===== config.mk =====
export PLATFORM = sky130hd
export DESIGN_NAME = keystream_gen
export DESIGN_NICKNAME = d
export VERILOG_FILES = /design/src/rtl/mkg_pkg.sv /design/src/rtl/mkg_lin_next.sv /design/src/rtl/mkg_nl_next.sv /design/src/rtl/mkg_seq.sv /design/src/rtl/keystream_gen.sv
export SDC_FILE = /design/constraint.sdc
export NUM_CORES = 1
export LEC_CHECK = 0
export BUFFER_PORTS_ARGS = -buffer_cell sky130_fd_sc_hd__buf_2
export CAP_MARGIN = 5
export CORE_MARGIN = 10
export CORE_UTILIZATION = 30
export DETAILED_ROUTE_END_ITERATION = 12
export PLACE_DENSITY_LB_ADDON = 0.08
export SLEW_MARGIN = 20
export SYNTH_ARGS = -nofsm -noshare
export SYNTH_HDL_FRONTEND = slang
export SYNTH_SLANG_ARGS = --single-unit

===== constraint.sdc =====
create_clock -name clk -period 6.1 [get_ports clk]
set_clock_uncertainty 0.1 [all_clocks]
set_input_delay 0.61 -clock clk [delete_from_list [all_inputs] [get_ports clk]]
set_output_delay 0.61 -clock clk [all_outputs]
set_load 0.02 [all_outputs]

===== src/rtl/mkg_pkg.sv =====
package mkg_pkg;
  localparam int NREG = 80;

  // taps combined into the per-register control bits
  localparam int JMP_TAP_S = 27;
  localparam int JMP_TAP_R = 53;
  localparam int SEL_TAP_S = 53;
  localparam int SEL_TAP_R = 26;
  // nonlinear-register stage folded into the linear input while loading
  localparam int MIX_TAP_S = 40;

  // feedback positions of the linear register, index 0 leftmost
  localparam logic [0:NREG-1] LIN_TAPS =
    80'b1010101111_0001101100_1010101110_0000110101_0101000001_0110101000_0010000101_0101001011;
  // per-stage complement masks of the nonlinear AND term
  localparam logic [0:NREG-1] NL_AND_A =
    80'b0_00011000101111010010101010_101101001000000010101010000_1010011110010101111111110_0;
  localparam logic [0:NREG-1] NL_AND_B =
    80'b0_10110010111100101000110101_110111100011010111000010001_0111000111111010111011110_0;
  // feedback masks of the nonlinear register, chosen by the select bit
  localparam logic [0:NREG-1] NL_FB_LO =
    80'b111101011111111001011111111_110011000000111001001010100_10111101010100000000011010;
  localparam logic [0:NREG-1] NL_FB_HI =
    80'b111011100001110100110001001_100101100011000001101100010_00100100101101010010100011;

  typedef enum logic [2:0] {ST_IDLE, ST_IV, ST_KEY, ST_PRE, ST_RUN} seq_state_e;
  typedef enum logic [1:0] {SRC_ZERO, SRC_IV, SRC_KEY} step_src_e;
endpackage


===== src/rtl/mkg_lin_next.sv =====
module mkg_lin_next
  import mkg_pkg::*;
(
  input  logic [NREG-1:0] cur,
  input  logic            in_bit,
  input  logic            jump,
  output logic [NREG-1:0] nxt
);
  logic fb;
  assign fb = cur[NREG-1] ^ in_bit;

  for (genvar i = 0; i < NREG; i++) begin : g_stage
    logic shifted;
    if (i == 0) begin : g_head
      assign shifted = 1'b0;
    end else begin : g_body
      assign shifted = cur[i-1];
    end
    // jump mode adds the old stage value back in (multiply by x+1)
    assign nxt[i] = shifted ^ (LIN_TAPS[i] & fb) ^ (jump & cur[i]);
  end
endmodule


===== src/rtl/mkg_nl_next.sv =====
module mkg_nl_next
  import mkg_pkg::*;
(
  input  logic [NREG-1:0] cur,
  input  logic            in_bit,
  input  logic            sel_hi,
  output logic [NREG-1:0] nxt
);
  logic fb;
  assign fb = cur[NREG-1] ^ in_bit;

  for (genvar i = 0; i < NREG; i++) begin : g_stage
    logic hat;
    if (i == 0) begin : g_head
      assign hat = 1'b0;
    end else if (i == NREG-1) begin : g_tail
      assign hat = cur[NREG-2];
    end else begin : g_body
      assign hat = cur[i-1] ^ ((cur[i] ^ NL_AND_A[i]) & (cur[i+1] ^ NL_AND_B[i]));
    end
    assign nxt[i] = hat ^ ((sel_hi ? NL_FB_HI[i] : NL_FB_LO[i]) & fb);
  end
endmodule


===== src/rtl/mkg_seq.sv =====
module mkg_seq
  import mkg_pkg::*;
#(
  parameter int KEY_W     = 80,
  parameter int IV_MAX    = 80,
  parameter int LIMIT_LOG = 40,
  parameter int LEN_W     = 7,
  parameter int CNT_W     = 7
) (
  input  logic             clk,
  input  logic             rst_n,
  input  logic             start,
  input  logic [LEN_W-1:0] iv_len,
  input  logic             ks_ready,
  output logic             busy,
  output logic             clear,
  output logic             step,
  output logic             mix,
  output logic             ks_valid,
  output step_src_e        src,
  output logic [CNT_W-1:0] idx
);
  seq_state_e       state;
  logic [LEN_W-1:0] len_q;
  logic [LEN_W-1:0] eff_len;
  logic [LIMIT_LOG:0] used;
  logic             start_ok;

  assign busy     = (state == ST_IV) || (state == ST_KEY) || (state == ST_PRE);
  assign start_ok = start && !busy;
  assign clear    = start_ok;
  assign eff_len  = (int'(iv_len) > IV_MAX) ? LEN_W'(IV_MAX) : iv_len;
  assign ks_valid = (state == ST_RUN) && !used[LIMIT_LOG];
  assign step     = busy || (ks_valid && ks_ready);
  assign mix      = busy;

  always_comb begin
    unique case (state)
      ST_IV:   src = SRC_IV;
      ST_KEY:  src = SRC_KEY;
      default: src = SRC_ZERO;
    endcase
  end

  always_ff @(posedge clk or negedge rst_n) begin
    if (!rst_n) begin
      state <= ST_IDLE;
      idx   <= '0;
      len_q <= '0;
      used  <= '0;
    end else if (start_ok) begin
      state <= (eff_len == '0) ? ST_KEY : ST_IV;
      idx   <= '0;
      len_q <= eff_len;
      used  <= '0;
    end else begin
      unique case (state)
        ST_IV: begin
          if (int'(idx) == int'(len_q) - 1) begin
            state <= ST_KEY;
            idx   <= '0;
          end else begin
            idx <= idx + 1'b1;
          end
        end
        ST_KEY: begin
          if (int'(idx) == KEY_W - 1) begin
            state <= ST_PRE;
            idx   <= '0;
          end else begin
            idx <= idx + 1'b1;
          end
        end
        ST_PRE: begin
          if (int'(idx) == NREG - 1) begin
            state <= ST_RUN;
            idx   <= '0;
          end else begin
            idx <= idx + 1'b1;
          end
        end
        ST_RUN: begin
          if (ks_valid && ks_ready) used <= used + 1'b1;
        end
        default: state <= ST_IDLE;
      endcase
    end
  end
endmodule


===== src/rtl/keystream_gen.sv =====
module keystream_gen
  import mkg_pkg::*;
#(
  parameter int KEY_W     = 80,
  parameter int IV_MAX    = 80,
  parameter int LIMIT_LOG = 40,
  localparam int LEN_W    = $clog2(IV_MAX + 1)
) (
  input  logic              clk,
  input  logic              rst_n,
  input  logic              start,
  input  logic [KEY_W-1:0]  key,
  input  logic [IV_MAX-1:0] iv,
  input  logic [LEN_W-1:0]  iv_len,
  output logic              busy,
  output logic              ks_valid,
  input  logic              ks_ready,
  output logic              ks_bit
);
  localparam int MAX_A = (KEY_W > IV_MAX) ? KEY_W : IV_MAX;
  localparam int MAX_N = (MAX_A > NREG) ? MAX_A : NREG;
  localparam int CNT_W = $clog2(MAX_N);

  logic [NREG-1:0]  r_q, s_q, r_nx, s_nx;
  logic             clear, step, mix, in_bit, lin_in, jump_r, sel_s;
  step_src_e        src;
  logic [CNT_W-1:0] idx;

  mkg_seq #(
    .KEY_W(KEY_W), .IV_MAX(IV_MAX), .LIMIT_LOG(LIMIT_LOG),
    .LEN_W(LEN_W), .CNT_W(CNT_W)
  ) u_seq (
    .clk(clk), .rst_n(rst_n), .start(start), .iv_len(iv_len),
    .ks_ready(ks_ready), .busy(busy), .clear(clear), .step(step),
    .mix(mix), .ks_valid(ks_valid), .src(src), .idx(idx)
  );

  always_comb begin
    unique case (src)
      SRC_IV:  in_bit = iv[idx];
      SRC_KEY: in_bit = key[idx];
      default: in_bit = 1'b0;
    endcase
  end

  // each control bit draws on both registers
  assign jump_r = s_q[JMP_TAP_S] ^ r_q[JMP_TAP_R];
  assign sel_s  = s_q[SEL_TAP_S] ^ r_q[SEL_TAP_R];
  assign lin_in = in_bit ^ (mix & s_q[MIX_TAP_S]);

  mkg_lin_next u_lin (.cur(r_q), .in_bit(lin_in), .jump(jump_r), .nxt(r_nx));
  mkg_nl_next  u_nl  (.cur(s_q), .in_bit(in_bit), .sel_hi(sel_s), .nxt(s_nx));

  always_ff @(posedge clk or negedge rst_n) begin
    if (!rst_n) begin
      r_q <= '0;
      s_q <= '0;
    end else if (clear) begin
      r_q <= '0;
      s_q <= '0;
    end else if (step) begin
      r_q <= r_nx;
      s_q <= s_nx;
    end
  end

  assign ks_bit = r_q[0] ^ s_q[0];
endmodule


; Yosys cells after proc, flatten, opt, wreduce, memory -nomap -nowiden
; Index checks and enable logic that the tools add are counted.
[totals]
register_bits = 218
elab_cells = 544
[classes]
n_addsub = 3
order_cmp = 2
eq_ne = 12
n_mux = 26
bitwise_logic = 479
reduce_logical = 16
[ops]
columns = op, count
row1 = $mux 80, 4
row2 = $xor 1x1->1, 260
row3 = $and 1x1->1, 161
row4 = $mux 41, 3
row5 = $not 1->1, 58
row6 = $add 41x1->41 const B, 1
row7 = $eq 8x32->1, 1
row8 = $mux 7, 4
row9 = $bmux 1 s7, 2
row10 = $pmux 7 s2, 1
row11 = $mux 3, 4
row12 = $pmux 3 s4, 1
row13 = $ne 3x3->1 const B, 3
row14 = $lt 7x8->1 const B, 1
row15 = $sub 7x1->8 const B, 1
row16 = $add 7x1->7 const B, 1
row17 = $eq 7x7->1 const B, 1
row18 = $gt 7x7->1 const B, 1
row19 = $logic_not 7->1, 1
row20 = $eq 3x2->1 const B, 2
row21 = $reduce_bool 2->1, 3
row22 = $mux 1, 4
row23 = $pmux 2 s2, 1
row24 = $reduce_and 4->1, 1
row25 = other kinds (13), 18

; Logic depth before layout (Yosys ltp)
; Gate-level depths: netlist of the first run.
[depth]
ltp_word = 10
depth_mapped = 15
depth_no_buf = 12

; Modules after synthesis
; A second synthesis of the first run with hierarchy kept.
[hier_totals]
hier_cells = 1428
area_unflattened_um2 = 14516.4
[modules_own_cells]
columns = module, instances, cells_each, area_per_inst_um2, seq_area_each_um2
row1 = keystream_gen, 1, 668, 7932.6, 4003.8
row2 = mkg_seq, 1, 342, 3145.5, 1451.4
row3 = mkg_nl_next, 1, 244, 1850.5, 0.0
row4 = mkg_lin_next, 1, 174, 1587.8, 0.0

; Worst setup path before layout of the first run
; OpenSTA, ideal clock, no wires.
[synth_timing]
kind = register -> register
start = register u_seq.state[1]
end = register u_seq.used[37]
setup_time_ns = 0.132
t_arrival_ns = 3.409
required_ns = 5.868
slack_ns = 2.460
stages_incl_launch_ff = 12
path_buffers = 2
synth_period_minus_slack_ns = 3.640
cell_sequence = dfrtp_1 > clkbuf_1 > nor4b_1 > and2_1 > clkbuf_1 > nand3_1 > or4_1 > or2_0 > nor3_1 > nand2_1 > xor2_1 > nor2_1
[synth_between]
elab_cells_between_ends = 14
cone_classes = eq/ne: 4 / mux: 1 / reduce/logical: 9
[synth_lines]
columns = element, line_no
row1 = from (decl), mkg_seq.sv:23  ; seq_state_e state;
row2 = from (signal assigned), mkg_seq.sv:52  ; state <= (eff_len == '0) ? ST_KEY : ST_IV;
row3 = $eq 3x3->1, mkg_seq.sv:33  ; assign ks_valid = (state == ST_RUN) && !used[LIMIT_LOG];
row4 = $logic_and 1x1->1, mkg_seq.sv:33
row5 = net ks_valid, keystream_gen.sv:16  ; output logic ks_valid,
row6 = $logic_and 1x1->1, mkg_seq.sv:83  ; if (ks_valid && ks_ready) used <= used + 1'b1;
row7 = $reduce_bool 2->1 (no line), --
row8 = $reduce_and 2->1 (no line), --
row9 = to (signal assigned), mkg_seq.sv:83
row10 = to (decl), mkg_seq.sv:26  ; logic [LIMIT_LOG:0] used;
; The timed path passes the listed nets, and every way through them passes these cells.
; A chain may end at the register's enable or synchronous reset.

; Final worst setup path of the first run
[layout_timing]
start = register u_seq.idx[1]
end = register s_q[15]
[layout_between]
elab_chain_cells = 8
elab_cells_between_ends = 10
cone_classes = mux: 7 / bitwise: 3
[layout_rtl]
columns = element, line_no
row1 = from (decl), mkg_seq.sv:21  ; output logic [CNT_W-1:0] idx
row2 = from (signal assigned), mkg_seq.sv:63  ; idx <= idx + 1'b1;
row3 = from (signal assigned), mkg_seq.sv:71  ; idx <= idx + 1'b1;
row4 = from (signal assigned), mkg_seq.sv:79  ; idx <= idx + 1'b1;
row5 = "$bmux 1 s7, on equally long branches", "keystream_gen.sv:41, keystream_gen.sv:40"
row6 = "$mux 1, on equally long branches", "keystream_gen.sv:41, keystream_gen.sv:40"
row7 = $pmux 1 s2 (*), keystream_gen.sv:39  ; unique case (src)
row8 = $xor 1x1->1 (*), mkg_nl_next.sv:10  ; assign fb = cur[NREG-1] ^ in_bit;
row9 = $and 1x1->1 (*), mkg_nl_next.sv:21  ; assign nxt[i] = hat ^ ((sel_hi ? NL_FB_HI[i] : NL_FB_LO[i]) & fb);
row10 = $xor 1x1->1 (*), mkg_nl_next.sv:21
row11 = $mux 80 (*), keystream_gen.sv:61  ; end else if (step) begin
row12 = $mux 80 (*), keystream_gen.sv:58  ; end else if (clear) begin
row13 = to (signal assigned), keystream_gen.sv:63  ; s_q <= s_nx;
row14 = to (decl), keystream_gen.sv:24  ; logic [NREG-1:0] r_q, s_q, r_nx, s_nx;
; Mark *: on every way between the ends. The rest lies on a longest branch, timed or not. The select of a mux whose other input is x is not followed.

==> results of run 1 <==
[metal layers]
| layer | wire length, µm | up-vias | part of all wire, % |
|---|---|---|---|
| li1 | - | 6781 | - |
| met1 | 22200 | 6904 | 47 |
| met2 | 23200 | 192 | 49 |
| met3 | 1180 | 52 | 2.5 |
| met4 | 916 | 0 | 1.9 |
| met5 | 0 | - | 0 |
[worst max path at each step]
| stage | start | endpoint | slack, ps | cells after the start |
|---|---|---|---|---|
| finish | u_seq.idx[1] | s_q[15] | 1490 | 11 |
| global route | u_seq.idx[1] | s_q[15] | 1080 | 11 |
| CTS | u_seq.idx[1] | s_q[15] | 1480 | 11 |
| detailed placement | u_seq.idx[1] | s_q[18] | 1510 | 11 |
| global placement | u_seq.idx[1] | s_q[28] | 1680 | 11 |
| floorplan | u_seq.state[1] | u_seq.used[37] | 2460 | 11 |
[per-stage QoR]
step | hold slack [ps] | util (%) | std cells
6_report | 190 | 34.4 | 2631
5_1_grt | 175 | 34.4 | 2631
4_1_cts | 152 | 34.4 | 2629
3_5_place_dp | 422 | 32.7 | 2578
3_3_place_gp | 419 | 32.7 | 2578
2_1_floorplan | 214 | - | 1872
[logic make-up (layout without fill, tap and decap cells)]
| logic type | after synthesis | in the layout |
|---|---|---|
| AO/OA/AOI/OAI | 447 | 447 |
| XOR/XNOR | 239 | 239 |
| adder cells (fa/ha/maj) | 7 | 7 |
| buffers and inverters | 216 | 285 |
| flip-flops | 218 | 218 |
| multiplexers | 67 | 67 |
| other | 0 | 2 |
| AND/OR/NAND/NOR | 678 | 678 |
[final cells by class]
type | instances | area (µm²) | share of cell area [%]
clock inverters | 2 | 21.3 | 0.118
repair buffers | 199 | 1120 | 6.22
flip-flops and latches | 218 | 5460 | 30.2
clock buffers | 48 | 866 | 4.79
multi-input cells | 1438 | 9610 | 53.2
diodes | 2 | 5.00 | 0.0277
well taps | 688 | 861 | 4.76
inverters | 36 | 135 | 0.748
[state kept, by name, indices dropped and copies added, names as in the netlist]
register,count
r_q,80
u_seq.used,41
u_seq.len_q,7
u_seq.idx,7
s_q,80
u_seq.state,3
[synth_stat cells (40+ instances only)]
| cell | n |
|---|---|
| a21oi_1 | 116 |
| dfrtp_1 | 218 |
| o21ai_0 | 133 |
| nor3_1 | 75 |
| mux4_2 | 40 |
| xnor2_1 | 130 |
| and3_1 | 40 |
| nor2_1 | 128 |
| nand2_1 | 229 |
| nand3_1 | 60 |
| xor2_1 | 108 |
| clkbuf_1 | 130 |
[worst min-delay path, delay by kind of cell]
kind	cells	cell delay, ps
AOI/OAI and AO/OA	1	60
buffers and inverters	1	90
and+or+nand+nor	1	40
[timing repair]
action / CTS / global route
hold buffers: 1 / 0
endpoints found under the hold margin: 26 / 0
buffers inserted: 0 / 0
[report_power, final]
group | leakage [nW] | switching (mW) | internal (mW) | total, mW
Clock | 0.434 | 0.661 | 0.953 | 1.61
Sequential | 2.81 | 0.988 | 2.05 | 3.04
Combinational | 4.27 | 4.24 | 3.35 | 7.59
Total | 7.51 | 5.89 | 6.35 | 12.2
==> impl_metrics.tcl, run 1 <==
set metrics [dict create \
    slew_headroom_pct 30.0 \
    r2r-end "s_q[15]" \
    synth_cell_types 70 \
    coreArea_um2 52600 \
    cts_resized 0 \
    path_cells "buf_4, nor2b_1, a221oi_1, o21ba_2, o31ai_1, nand4_1, o211a_2, nor2_2, buf_4, xnor2_1, o221ai_1" \
    ir_drop_uv 615 \
    cts_sinks 218 \
    cts_tree "yes" \
    finalInstanceArea_um2 18100 \
    min_path_type "primary input to register" \
    hold_depth 3 \
    grt_max_degree 113 \
    dpl_cell_area_um2 17200 \
    drt_iter0_markers 893 \
    grt_use_met1_pct 19.5 \
    critPathTopFamily "compound AO/OA/AOI/OAI gates" \
    cap_violations 0 \
    rrSetupSlack_ps 1490 \
    hold_viol 0 \
    std_cell_rows 84 \
    cp.required_ps 6410 \
    syn_avg_cell_area_um2 8.49 \
    cts.path.max_buffers 3 \
    fin_nets 2099 \
    arrival_ps 4920 \
    setup_tns_ps 0 \
    postSynthCellCount 1872 \
    first_pass_iters 5 \
    dieArea_um2 62600 \
    crit_fanout 25 \
    synthMuxAreaShare_pct 7.38 \
    status "complete, no violations" \
    io_pins 174 \
    max_stage_delay_ps 870 \
    grt_pass1_wl_mm 77.2 \
    drive_gt1_share_pct 16.1 \
    crit_buf_inv 2 \
    synth_async_sr_flop_share_pct 100 \
    crit_path_top_delay_cell "dfrtp_1" \
    synth_area_leaders "dfrtp_1 (34%), xnor2_1 (7.2%), xor2_1 (5.9%)" \
    drc 0 \
    clock-root-buffer "clkbuf_16" \
    place_congestion 0.821 \
    final_cell_mix "nand2_1 (229), dfrtp_1 (217), buf_2 (172)" \
    start_kind "register" \
    viasPerCell 5.29 \
    path_clk_slew_ps 60 \
    initial_utilization_pct 30.3 \
    whs_endpoint "u_seq.len_q[0]" \
    worst_skew_pair.late_latency_ps 560 \
    synth_top_family_by_area "simple AND/OR/NAND/NOR gates" \
    ys_seq_area_share_pct 34.3 \
    drv_slew 0 \
    track_usage_pct 14.6 \
    grt_overflow_total 0 \
    period_minus_slack_ps 4610 \
    busiest_layer "met2" \
    synth-compound-area-share_pct 18.1 \
    synthAdderAreaFrac_pct 0.551 \
    timing.final.ws_setup_ps 1490 \
    worst_slew_pin_slew_ps 1050 \
    synth_edf_count 0 \
    met2_usage_pct 24.9 \
    synth_top_cell_by_area "dfrtp_1" \
    io_buffers 173 \
    die_h_um 250 \
    final_common_cell "nand2_1" \
    fillers 5453 \
    antenna_found_initial 2 \
    use_met3_pct 1.70 \
    yosysWarningCount 0 \
    worst_setup_path_end_kind "register" \
    htree_levels 1 \
    r2r_start "u_seq.idx[1]" \
    cts_buffers 28 \
    synthFlopType "dfrtp_1" \
    fmax_mhz 217 \
    yosys.area_share.simple_pct 20.6 \
    min_period_over_period_pct 75.6 \
    num_vias 13900 \
    setup_violations 0 \
    drt_wl_total_mm 47.5 \
    min_from "iv_len[0]" \
    dp_worst_setup_slack_ps 1510 \
    path_class "register to register" \
    grt_pass1_vias 13700 \
    die_w_um 250 \
    finalPower_mw 12.2 \
    routedWlPerCell_um 18.1 \
    dp_hpwl_mm 29.8 \
    crit_top_cell "buf_4" \
    r2r_cells 11 \
    detail-route-antenna-nets 0 \
    ys_ff_latch 218 \
    leakage_nw 7.51 \
    rsz0062_at_grt "false" \
    synth_xor_area_share_pct 13.3 \
    syn-num-nets 2050 \
    powerDensity_nw_per_um2 677 \
    yosys.area.top_type_share_pct 34.3 \
    synth_area_um2 15900 \
    syn_to_final_growth_pct 13.7 \
]
No activity file was read; power rests on OpenSTA's default activity.
==> run 2: changes to the inputs <==
--- a/config.mk
+++ b/config.mk
@@ -5,6 +5,7 @@
 export SDC_FILE = /design/constraint.sdc
 export NUM_CORES = 1
 export LEC_CHECK = 0
+export ABC_AREA = 1
 export BUFFER_PORTS_ARGS = -buffer_cell sky130_fd_sc_hd__buf_2
 export CAP_MARGIN = 5
 export CORE_MARGIN = 10
==> constraint.sdc (replaced) <==
create_clock -name clk -period 4.7 [get_ports clk]
set_clock_uncertainty 0.1 [all_clocks]
set_input_delay 0.47 -clock clk [delete_from_list [all_inputs] [get_ports clk]]
set_output_delay 0.47 -clock clk [all_outputs]
set_load 0.02 [all_outputs]
==> run 2 against run 1 <==
Against the previous run:
- combinational power grew 6.6%
- critical path depth grew 12
- core utilization increased by 0.77 points
- worst hold slack got worse by 120 ps
- via count shrank 1.7%
- critical path type unchanged
- highest routed layer unchanged
==> impl_metrics.tcl, run 2 <==
set metrics [dict create \
    status "complete, no violations" \
    ys_seq_area_share_pct 37.2 \
    hold_buffers 1 \
    crit_path_top_delay_cell "nand3_4" \
    yosysWarningCount 0 \
    hold_viol 0 \
    htree_levels 1 \
    period_minus_slack_ps 3680 \
    grt_max_degree 114 \
    start_kind "register" \
    drt_iter0_markers 1004 \
    synth_edf_count 0 \
    max_stage_delay_ps 390 \
    synth_area_um2 14700 \
    drc 0 \
    initial_utilization_pct 30.5 \
    track_usage_pct 15.4 \
    path_depth 23 \
    syn_avg_cell_area_um2 6.99 \
    worst_slew_pin_slew_ps 1110 \
    drt_wl_total_mm 45.4 \
    fillers 5124 \
    fin_nets 2395 \
    hold_ws_ps 69.2 \
    ir_drop_uv 494 \
    cts_tree "yes" \
    cp.required_ps 5090 \
    worst_skew_pair.late_latency_ps 560 \
    critPathTopFamily "simple AND/OR/NAND/NOR gates" \
    postCtsSetupBuffers 0 \
    coreArea_um2 48000 \
    grt_overflow_total 0 \
    cts_resized 0 \
    syn-num-nets 2274 \
    die_w_um 241 \
    postSynthCellCount 2096 \
    path_class "register to register" \
    std_cell_rows 80 \
    detail-route-antenna-nets 0 \
    finalInstanceArea_um2 16900 \
    viasPerCell 4.80 \
    slew_headroom_pct 26.2 \
    worst_setup_path_end_kind "register" \
    path_cells "inv_1, buf_4, nand3_1, nand2_1, nand2_1, nand2_1, inv_1, nand2_1, nand2_1, nand2_1, inv_1, nand2_1, nand2_1, nand2_1, nand2_1, nand2_2, nand2_2, nand2_4, buf_4, nand3_4, nand2_1, nand3_1, nand2_1" \
    reg_top3 "r_q: 80 flops, s_q: 80 flops, u_seq.used: 41 flops" \
    rsz0062_at_grt "false" \
    r2r_cells 23 \
    setup_violations 0 \
    leakage_nw 8.43 \
    powerDensity_nw_per_um2 795 \
    clock-root-buffer "clkbuf_16" \
    crit_buf_inv 5 \
    synth_area_leaders "dfrtp_1 (37%), nand2_1 (16%), xor2_1 (9.0%)" \
    cts_sinks 218 \
    diodes 0 \
    hold_depth 3 \
    grt_pass1_vias 13700 \
    path_clk_slew_ps 60 \
    crit_fanout 26 \
    min_period_over_period_pct 78.2 \
    yosys.area.top_type_share_pct 37.2 \
    synth_most_common_cell "nand2_1" \
    antenna_found_initial 0 \
    min_path_type "primary input to register" \
    grt_pass1_wl_mm 74.0 \
    cap_violations 0 \
    final_cell_mix "nand2_1 (631), inv_1 (250), dfrtp_1 (217)" \
    arrival_ps 4070 \
    routedWlPerCell_um 15.9 \
    die_h_um 241 \
    io_pins 174 \
    drive_gt1_share_pct 12.2 \
    drv_slew 0 \
    num_vias 13700 \
    io_buffers 173 \
    fmax_mhz 272 \
    finalPower_mw 13.4 \
    cts.path.max_buffers 3 \
    final_common_cell "nand2_1" \
    dieArea_um2 58100 \
    dpl_cell_area_um2 16000 \
    synthFlopType "dfrtp_1" \
    dp_hpwl_mm 29.7 \
    synth_top_cell_by_area "dfrtp_1" \
    synth_cell_types 43 \
    setup_tns_ps 0 \
    place_congestion 0.844 \
    first_pass_iters 6 \
    cts_buffers 28 \
    crit_top_cell "nand2_1" \
    synth_async_sr_flop_share_pct 100 \
    syn_to_final_growth_pct 15.3 \
    synth_common_cells "nand2_1 (631), inv_1 (251), dfrtp_1 (218)" \
    ys_ff_latch 218 \
]
[run 2: through the flow]
| stage | setup slack, ps | cells | util [%] |
|---|---|---|---|
| 2_1_floorplan | 1980 | 2096 | - |
| 3_3_place_gp | 962 | 2801 | 33.3 |
| 3_5_place_dp | 963 | 2801 | 33.3 |
| 4_1_cts | 935 | 2852 | 35.2 |
| 5_1_grt | 559 | 2852 | 35.2 |
| 6_report | 1020 | 2852 | 35.2 |
[run 2: where the power goes]
group	leakage [nW]	internal [mW]	switching (mW)
logic	5.17	2.70	5.38
clock network	0.438	1.22	0.867
registers	2.82	2.66	0.600
[run 2: metal layers]
metal	part of all wire (%)	track usage [%]
met2	45	25.8
met4	2.9	5.22
met3	6.4	2.45
met1	46	19.8
met5	0	0
[run 2: cell families after synthesis]
group | share of synthesized area, %
simple gates | 33.0
xor+xnor | 9.56
compound gates | 9.22
flops | 37.2
fa+ha+maj | 0.597
buf+inv | 10.4
[run 2: layout make-up]
cell class	instances	area [µm²]	share of cell area, %
Tap cell	615	769	4.55
Multi-Input combinational cell	1511	7700	45.5
Inverter	258	968	5.73
Sequential cell	218	5460	32.3
Clock inverter	7	38.8	0.230
Clock buffer	43	838	4.96
Timing Repair Buffer	200	1130	6.69
[run 2: worst paths after layout]
check                                  to            from  slack (ps)
hold / removal             u_seq.len_q[5]       iv_len[5]          70
hold reg to reg            u_seq.used[37]  u_seq.used[37]         380
setup / recovery                  s_q[14]    u_seq.idx[1]        1020
setup reg to reg                  s_q[14]    u_seq.idx[1]        1020
max in group asynchronous    u_seq.idx[0]           rst_n        2800
min in group asynchronous          s_q[7]           rst_n         460
[run 2: tightest hold or removal path: stages]
cell     delay, ps
buf_2          110
nand2_1         60
nand2_1         50
